<file path="src/rtl/widen_pkg.sv">
package widen_pkg;
    typedef enum logic {
        ST_FILL = 1'b0,
        ST_HOLD = 1'b1
    } widen_state_t;
endpackage

</file>
<file path="src/rtl/widen_ctrl.sv">
module widen_ctrl
    import widen_pkg::*;
#(
    parameter int RATIO = 4,
    localparam int PH_W = (RATIO > 1) ? $clog2(RATIO) : 1
) (
    input  logic            clk,
    input  logic            rst,
    input  logic            s_tvalid,
    input  logic            s_tlast,
    input  logic            m_tready,
    output logic            s_tready,
    output logic            m_tvalid,
    output logic            m_tlast,
    output logic            wr_en,
    output logic [PH_W-1:0] wr_phase,
    output logic            clr
);
    localparam logic [PH_W-1:0] LAST_PH = PH_W'(RATIO - 1);

    widen_state_t    state, state_nx;
    logic [PH_W-1:0] phase, phase_nx;
    logic            emit, closing, last_q;

    assign emit     = (state == ST_HOLD) && m_tready;
    assign wr_en    = s_tvalid && s_tready;
    assign wr_phase = emit ? '0 : phase;
    assign closing  = wr_en && (s_tlast || (wr_phase == LAST_PH));
    assign clr      = emit;
    assign m_tlast  = last_q;

    // next state
    always_comb begin
        state_nx = state;
        unique case (state)
            ST_FILL: if (closing) state_nx = ST_HOLD;
            ST_HOLD: if (emit) state_nx = closing ? ST_HOLD : ST_FILL;
            default: state_nx = ST_FILL;
        endcase
    end

    always_comb begin
        phase_nx = phase;
        if (closing)    phase_nx = '0;
        else if (wr_en) phase_nx = wr_phase + 1'b1;
        else if (emit)  phase_nx = '0;
    end

    // state register
    always_ff @(posedge clk) begin
        if (rst) begin
            state  <= ST_FILL;
            phase  <= '0;
            last_q <= 1'b0;
        end else begin
            state <= state_nx;
            phase <= phase_nx;
            if (closing)   last_q <= s_tlast;
            else if (emit) last_q <= 1'b0;
        end
    end

    // outputs
    always_comb begin
        s_tready = 1'b1;
        m_tvalid = 1'b0;
        unique case (state)
            ST_FILL: begin
                s_tready = 1'b1;
                m_tvalid = 1'b0;
            end
            ST_HOLD: begin
                s_tready = m_tready;
                m_tvalid = 1'b1;
            end
            default: begin
                s_tready = 1'b1;
                m_tvalid = 1'b0;
            end
        endcase
    end


    hold_phase_zero_chk: assert property (@(posedge clk) disable iff (rst)
        (state == ST_HOLD) |-> (phase == '0));


    phase_range_chk: assert property (@(posedge clk) disable iff (rst)
        phase <= LAST_PH);


    ready_block_chk: assert property (@(posedge clk) disable iff (rst)
        !s_tready |-> (m_tvalid && !m_tready));
endmodule

</file>
<file path="src/rtl/widen_lanes.sv">
module widen_lanes #(
    parameter int IN_BYTES = 1,
    parameter int RATIO    = 4,
    localparam int IN_W    = IN_BYTES * 8,
    localparam int PH_W    = (RATIO > 1) ? $clog2(RATIO) : 1
) (
    input  logic                      clk,
    input  logic                      rst,
    input  logic                      clr,
    input  logic                      wr_en,
    input  logic [PH_W-1:0]           wr_phase,
    input  logic [IN_W-1:0]           din,
    input  logic [IN_BYTES-1:0]       kin,
    output logic [IN_W*RATIO-1:0]     dout,
    output logic [IN_BYTES*RATIO-1:0] kout
);
    for (genvar g = 0; g < RATIO; g++) begin : g_grp
        logic [IN_W-1:0]     d_q;
        logic [IN_BYTES-1:0] k_q;
        logic                sel;

        assign sel = wr_en && (wr_phase == PH_W'(g));

        always_ff @(posedge clk) begin
            if (rst) begin
                d_q <= '0;
                k_q <= '0;
            end else if (sel) begin
                d_q <= din;
                k_q <= kin;
            end else if (clr) begin
                d_q <= '0;
                k_q <= '0;
            end
        end

        assign dout[g*IN_W +: IN_W]         = d_q;
        assign kout[g*IN_BYTES +: IN_BYTES] = k_q;
    end


    clear_empty_chk: assert property (@(posedge clk) disable iff (rst)
        (clr && !wr_en) |=> (kout == '0 && dout == '0));
endmodule

</file>
<file path="src/rtl/stream_widener.sv">
module stream_widener #(
    parameter int IN_BYTES = 1,
    parameter int RATIO    = 4,
    localparam int IN_W    = IN_BYTES * 8,
    localparam int OUT_W   = IN_W * RATIO,
    localparam int OUT_B   = IN_BYTES * RATIO,
    localparam int PH_W    = (RATIO > 1) ? $clog2(RATIO) : 1
) (
    input  logic             clk,
    input  logic             rst,
    input  logic [IN_W-1:0]  s_tdata,
    input  logic [IN_BYTES-1:0] s_tkeep,
    input  logic             s_tlast,
    input  logic             s_tvalid,
    output logic             s_tready,
    output logic [OUT_W-1:0] m_tdata,
    output logic [OUT_B-1:0] m_tkeep,
    output logic             m_tlast,
    output logic             m_tvalid,
    input  logic             m_tready
);
    logic            wr_en, clr;
    logic [PH_W-1:0] wr_phase;

    widen_ctrl #(.RATIO(RATIO)) u_ctrl (
        .clk      (clk),
        .rst      (rst),
        .s_tvalid (s_tvalid),
        .s_tlast  (s_tlast),
        .m_tready (m_tready),
        .s_tready (s_tready),
        .m_tvalid (m_tvalid),
        .m_tlast  (m_tlast),
        .wr_en    (wr_en),
        .wr_phase (wr_phase),
        .clr      (clr)
    );

    widen_lanes #(.IN_BYTES(IN_BYTES), .RATIO(RATIO)) u_lanes (
        .clk      (clk),
        .rst      (rst),
        .clr      (clr),
        .wr_en    (wr_en),
        .wr_phase (wr_phase),
        .din      (s_tdata),
        .kin      (s_tkeep),
        .dout     (m_tdata),
        .kout     (m_tkeep)
    );


    stall_stable_chk: assert property (@(posedge clk) disable iff (rst)
        (m_tvalid && !m_tready) |=> (m_tvalid && $stable(m_tdata)
                                     && $stable(m_tkeep) && $stable(m_tlast)));


    drain_idle_chk: assert property (@(posedge clk) disable iff (rst)
        (m_tvalid && m_tready && !s_tvalid) |=> !m_tvalid);
endmodule

</file>
<file path="config.mk">
export PLATFORM = sky130hd
export DESIGN_NAME = stream_widener
export DESIGN_NICKNAME = d
export VERILOG_FILES = /design/src/rtl/widen_pkg.sv /design/src/rtl/widen_ctrl.sv /design/src/rtl/widen_lanes.sv /design/src/rtl/stream_widener.sv
export SDC_FILE = /design/constraint.sdc
export NUM_CORES = 1
export LEC_CHECK = 0
export BUFFER_PORTS_ARGS = -buffer_cell sky130_fd_sc_hd__buf_2
export CORE_AREA = 2 2 78 80
export DETAILED_ROUTE_END_ITERATION = 8
export DIE_AREA = 0 0 80 82
export PLACE_DENSITY = 0.5
export SLEW_MARGIN = 20
export SYNTH_ARGS = -nofsm -noshare
export SYNTH_HDL_FRONTEND = slang
export SYNTH_SLANG_ARGS = --single-unit
</file>
<file path="constraint.sdc">
create_clock -name clk -period 1.34 [get_ports clk]
set_input_delay 0.134 -clock clk [delete_from_list [all_inputs] [get_ports clk]]
set_output_delay 0.134 -clock clk [all_outputs]
set_load 0.05 [all_outputs]
</file>
==> results.ini <==
[timing]
fin_crit_sh_pct=102
slew_headroom_pct=82.6
period_needed_ps=1360
rsz0062_at_grt=true
hold_viol=0
fmax_ghz=0.734
finalMaxSlewViolations=0
tightest_slew_ps=263
fin_skew_ps=2.77
setup-violations-final=2
setup_ws_ps=-23.2

[cells_and_area]
post_layout_nonfiller_instances=296
n_antenna_cell=0
final_common_cell=buf_2
drive_gt1_share_pct=38.5
fillCellCount=609
mostFrequentLayoutCells=buf_2 (51), dfxtp_1 (39), nand2_1 (37)
fin_nets=239
fin_area_um2=2200
synthToLayoutAreaGrowth_pct=32.0

[die]
dieArea_um2=6560
fp.dieH_um=82
start_util_pct=29.0
die_x_um=80
boundaryPins=53
rows=28
coreArea_um2=5750

[global_routing]
grt_antenna_before_repair=0
grt_overflow_total=0
grt_max_degree=38
grt_pass1_wl_um=6180
track_usage_pct=12.7
grt_pass1_vias=1226

[setup_path]
crit_fanout=5
endpoint_kind=flip-flop
crit_type=flip-flop to flip-flop
slowest_delay_ps=380
critPathArrivalTime_ps=1570
crit_slowest_cell=dfxtp_4
startpoint_type=flip-flop
crit_required_ps=1540
crit_chain=a21boi_4 -> buf_4 -> ha_4 -> nor2_4 -> a31oi_2 -> a221oi_2

[placement]
dp_slack_ps=-39.1
placed_cells=287
gp_congestion=0.719
port_buffers=52
postPlaceCellArea_um2=2080
dpl.hpwl_um=2850

[run_status]
violations=setup timing
status=finished, violations left

[yosys]
syn-cell-area_um2=1670
yosysSeqAreaShare_pct=48.1
syn_inst=164
syn_nets=182
synth_area_per_cell_um2=10.2
synth_seq_cells=40
ys.warnings.count=0
ys_types=26

[drt]
vias_per_cell=4.39
via_count=1298
routedWlPerCell_um=13.7
drtPass1Iterations=2
postRouteAntennaNets=0
drt_iter0_drc=11
drc=0
wirelength_um=4050

[run]
maxCapViolations=0

[clocking]
clockBufferDepth=2
numCtsBuffers=5
cts_tree=yes
cts-root-buf=clkbuf_8
cts_max_level=2
cts_hold_buf=0
cts.sinks=40
clkSlewWorstSetupHoldPaths_ps=70
clkLatencyLatePin_ps=280

[power_and_ir_drop]
p_total_mw=2.40
p_per_area_nw_per_um2=1090
ir_worst_vdd_uv=556
leakagePower_nw=1.16

[hold_path]
hp-class=input pin to flip-flop

## registers in the layout, indices dropped and copies added, names as in the netlist
signal,cells
u_ctrl.m_tlast,1
u_lanes.g_grp.k_q,4
u_ctrl.state,1
u_lanes.g_grp.d_q,32
u_ctrl.phase,2
## power breakdown
| group | switching (mW) | internal [mW] |
|---|---|---|
| sequential | 0.0213 | 1.23 |
| clock | 0.402 | 0.354 |
| combinational | 0.268 | 0.132 |
## worst paths after layout
kind	from	to	slack [ps]	depth (start not counted)
max reg2reg	u_ctrl.state	u_ctrl.phase[0]	-20	6
min reg2reg	u_lanes.g_grp[0].k_q	u_lanes.g_grp[0].k_q	460	2
min	rst	u_ctrl.phase[0]	160	2
max	u_ctrl.state	u_ctrl.phase[0]	-20	6
## critical path, delay by kind of cell (launching register included)
family,cells,cell delay (ps)
compound gates,3,450
fa+ha+maj,1,170
buf+inv,1,140
flops,1,380
simple gates,1,140
## layout make-up
class / count / area [um2] / share of cell area [%]
Clock inverter: 1 / 5.00 / 0.228
Clock buffer: 6 / 72.6 / 3.30
Sequential cell: 40 / 805 / 36.6
Tap cell: 75 / 93.8 / 4.27
Inverter: 3 / 11.3 / 0.512
Multi-Input combinational cell: 107 / 808 / 36.8
Timing Repair Buffer: 64 / 403 / 18.3
## through the flow
stage,util (%),setup TNS (ps),hold WS (ps)
global placement,36.1,0,443
global route,38.3,-1500,186
floorplan,-,0,333
finish,38.3,-27.9,165
detailed placement,36.1,-210,448
CTS,37.7,-166,167
## cell families (layout without fill, tap and decap cells)
family          Yosys count  in the layout  synth area share (%)
simple gates             57             57                  16.0
compound gates           10             10                  4.21
buf+inv                  17             74                  7.06
mux                      36             36                  21.6
flops                    40             40                  48.1
fa+ha+maj                 4              4                  3.01
## layer usage
layer / vias to the layer above / wire [um] / share of wire (%) / GRT usage (%)
met5: - / 0 / 0 / 0
met1: 602 / 2000 / 49 / 17.7
met4: 0 / 57 / 1.4 / 5.59
met2: 36 / 1800 / 44 / 18.7
li1: 654 / - / - / -
met3: 6 / 190 / 4.7 / 2.97
## synth_stat cells, drive strengths merged
master / n / area [um2]
a21oi: 4 / 23.8
nand3b: 1 / 7.51
a21boi: 1 / 7.51
nand2: 37 / 139
nor2b: 1 / 6.26
ha: 4 / 50.1
nand4: 1 / 6.26
o21ai: 1 / 5.00
a31o: 1 / 8.76
a31oi: 1 / 6.26
nand3: 4 / 25.0
dfxtp: 40 / 801
mux2i: 36 / 360
nor2: 1 / 3.75
clkbuf: 1 / 3.75
a21bo: 1 / 10.0
buf: 13 / 103
inv: 3 / 11.3
nand2b: 10 / 62.6
and4b: 1 / 10.0
a221oi: 1 / 8.76
and2: 1 / 6.26
## timing repair
action	CTS	global route
gates resized for setup	1	6
pin swaps	1	3
endpoints found under the setup margin	28	38
setup buffers	1	1
gates cloned	0	0
No activity file was read; power rests on OpenSTA's default activity.
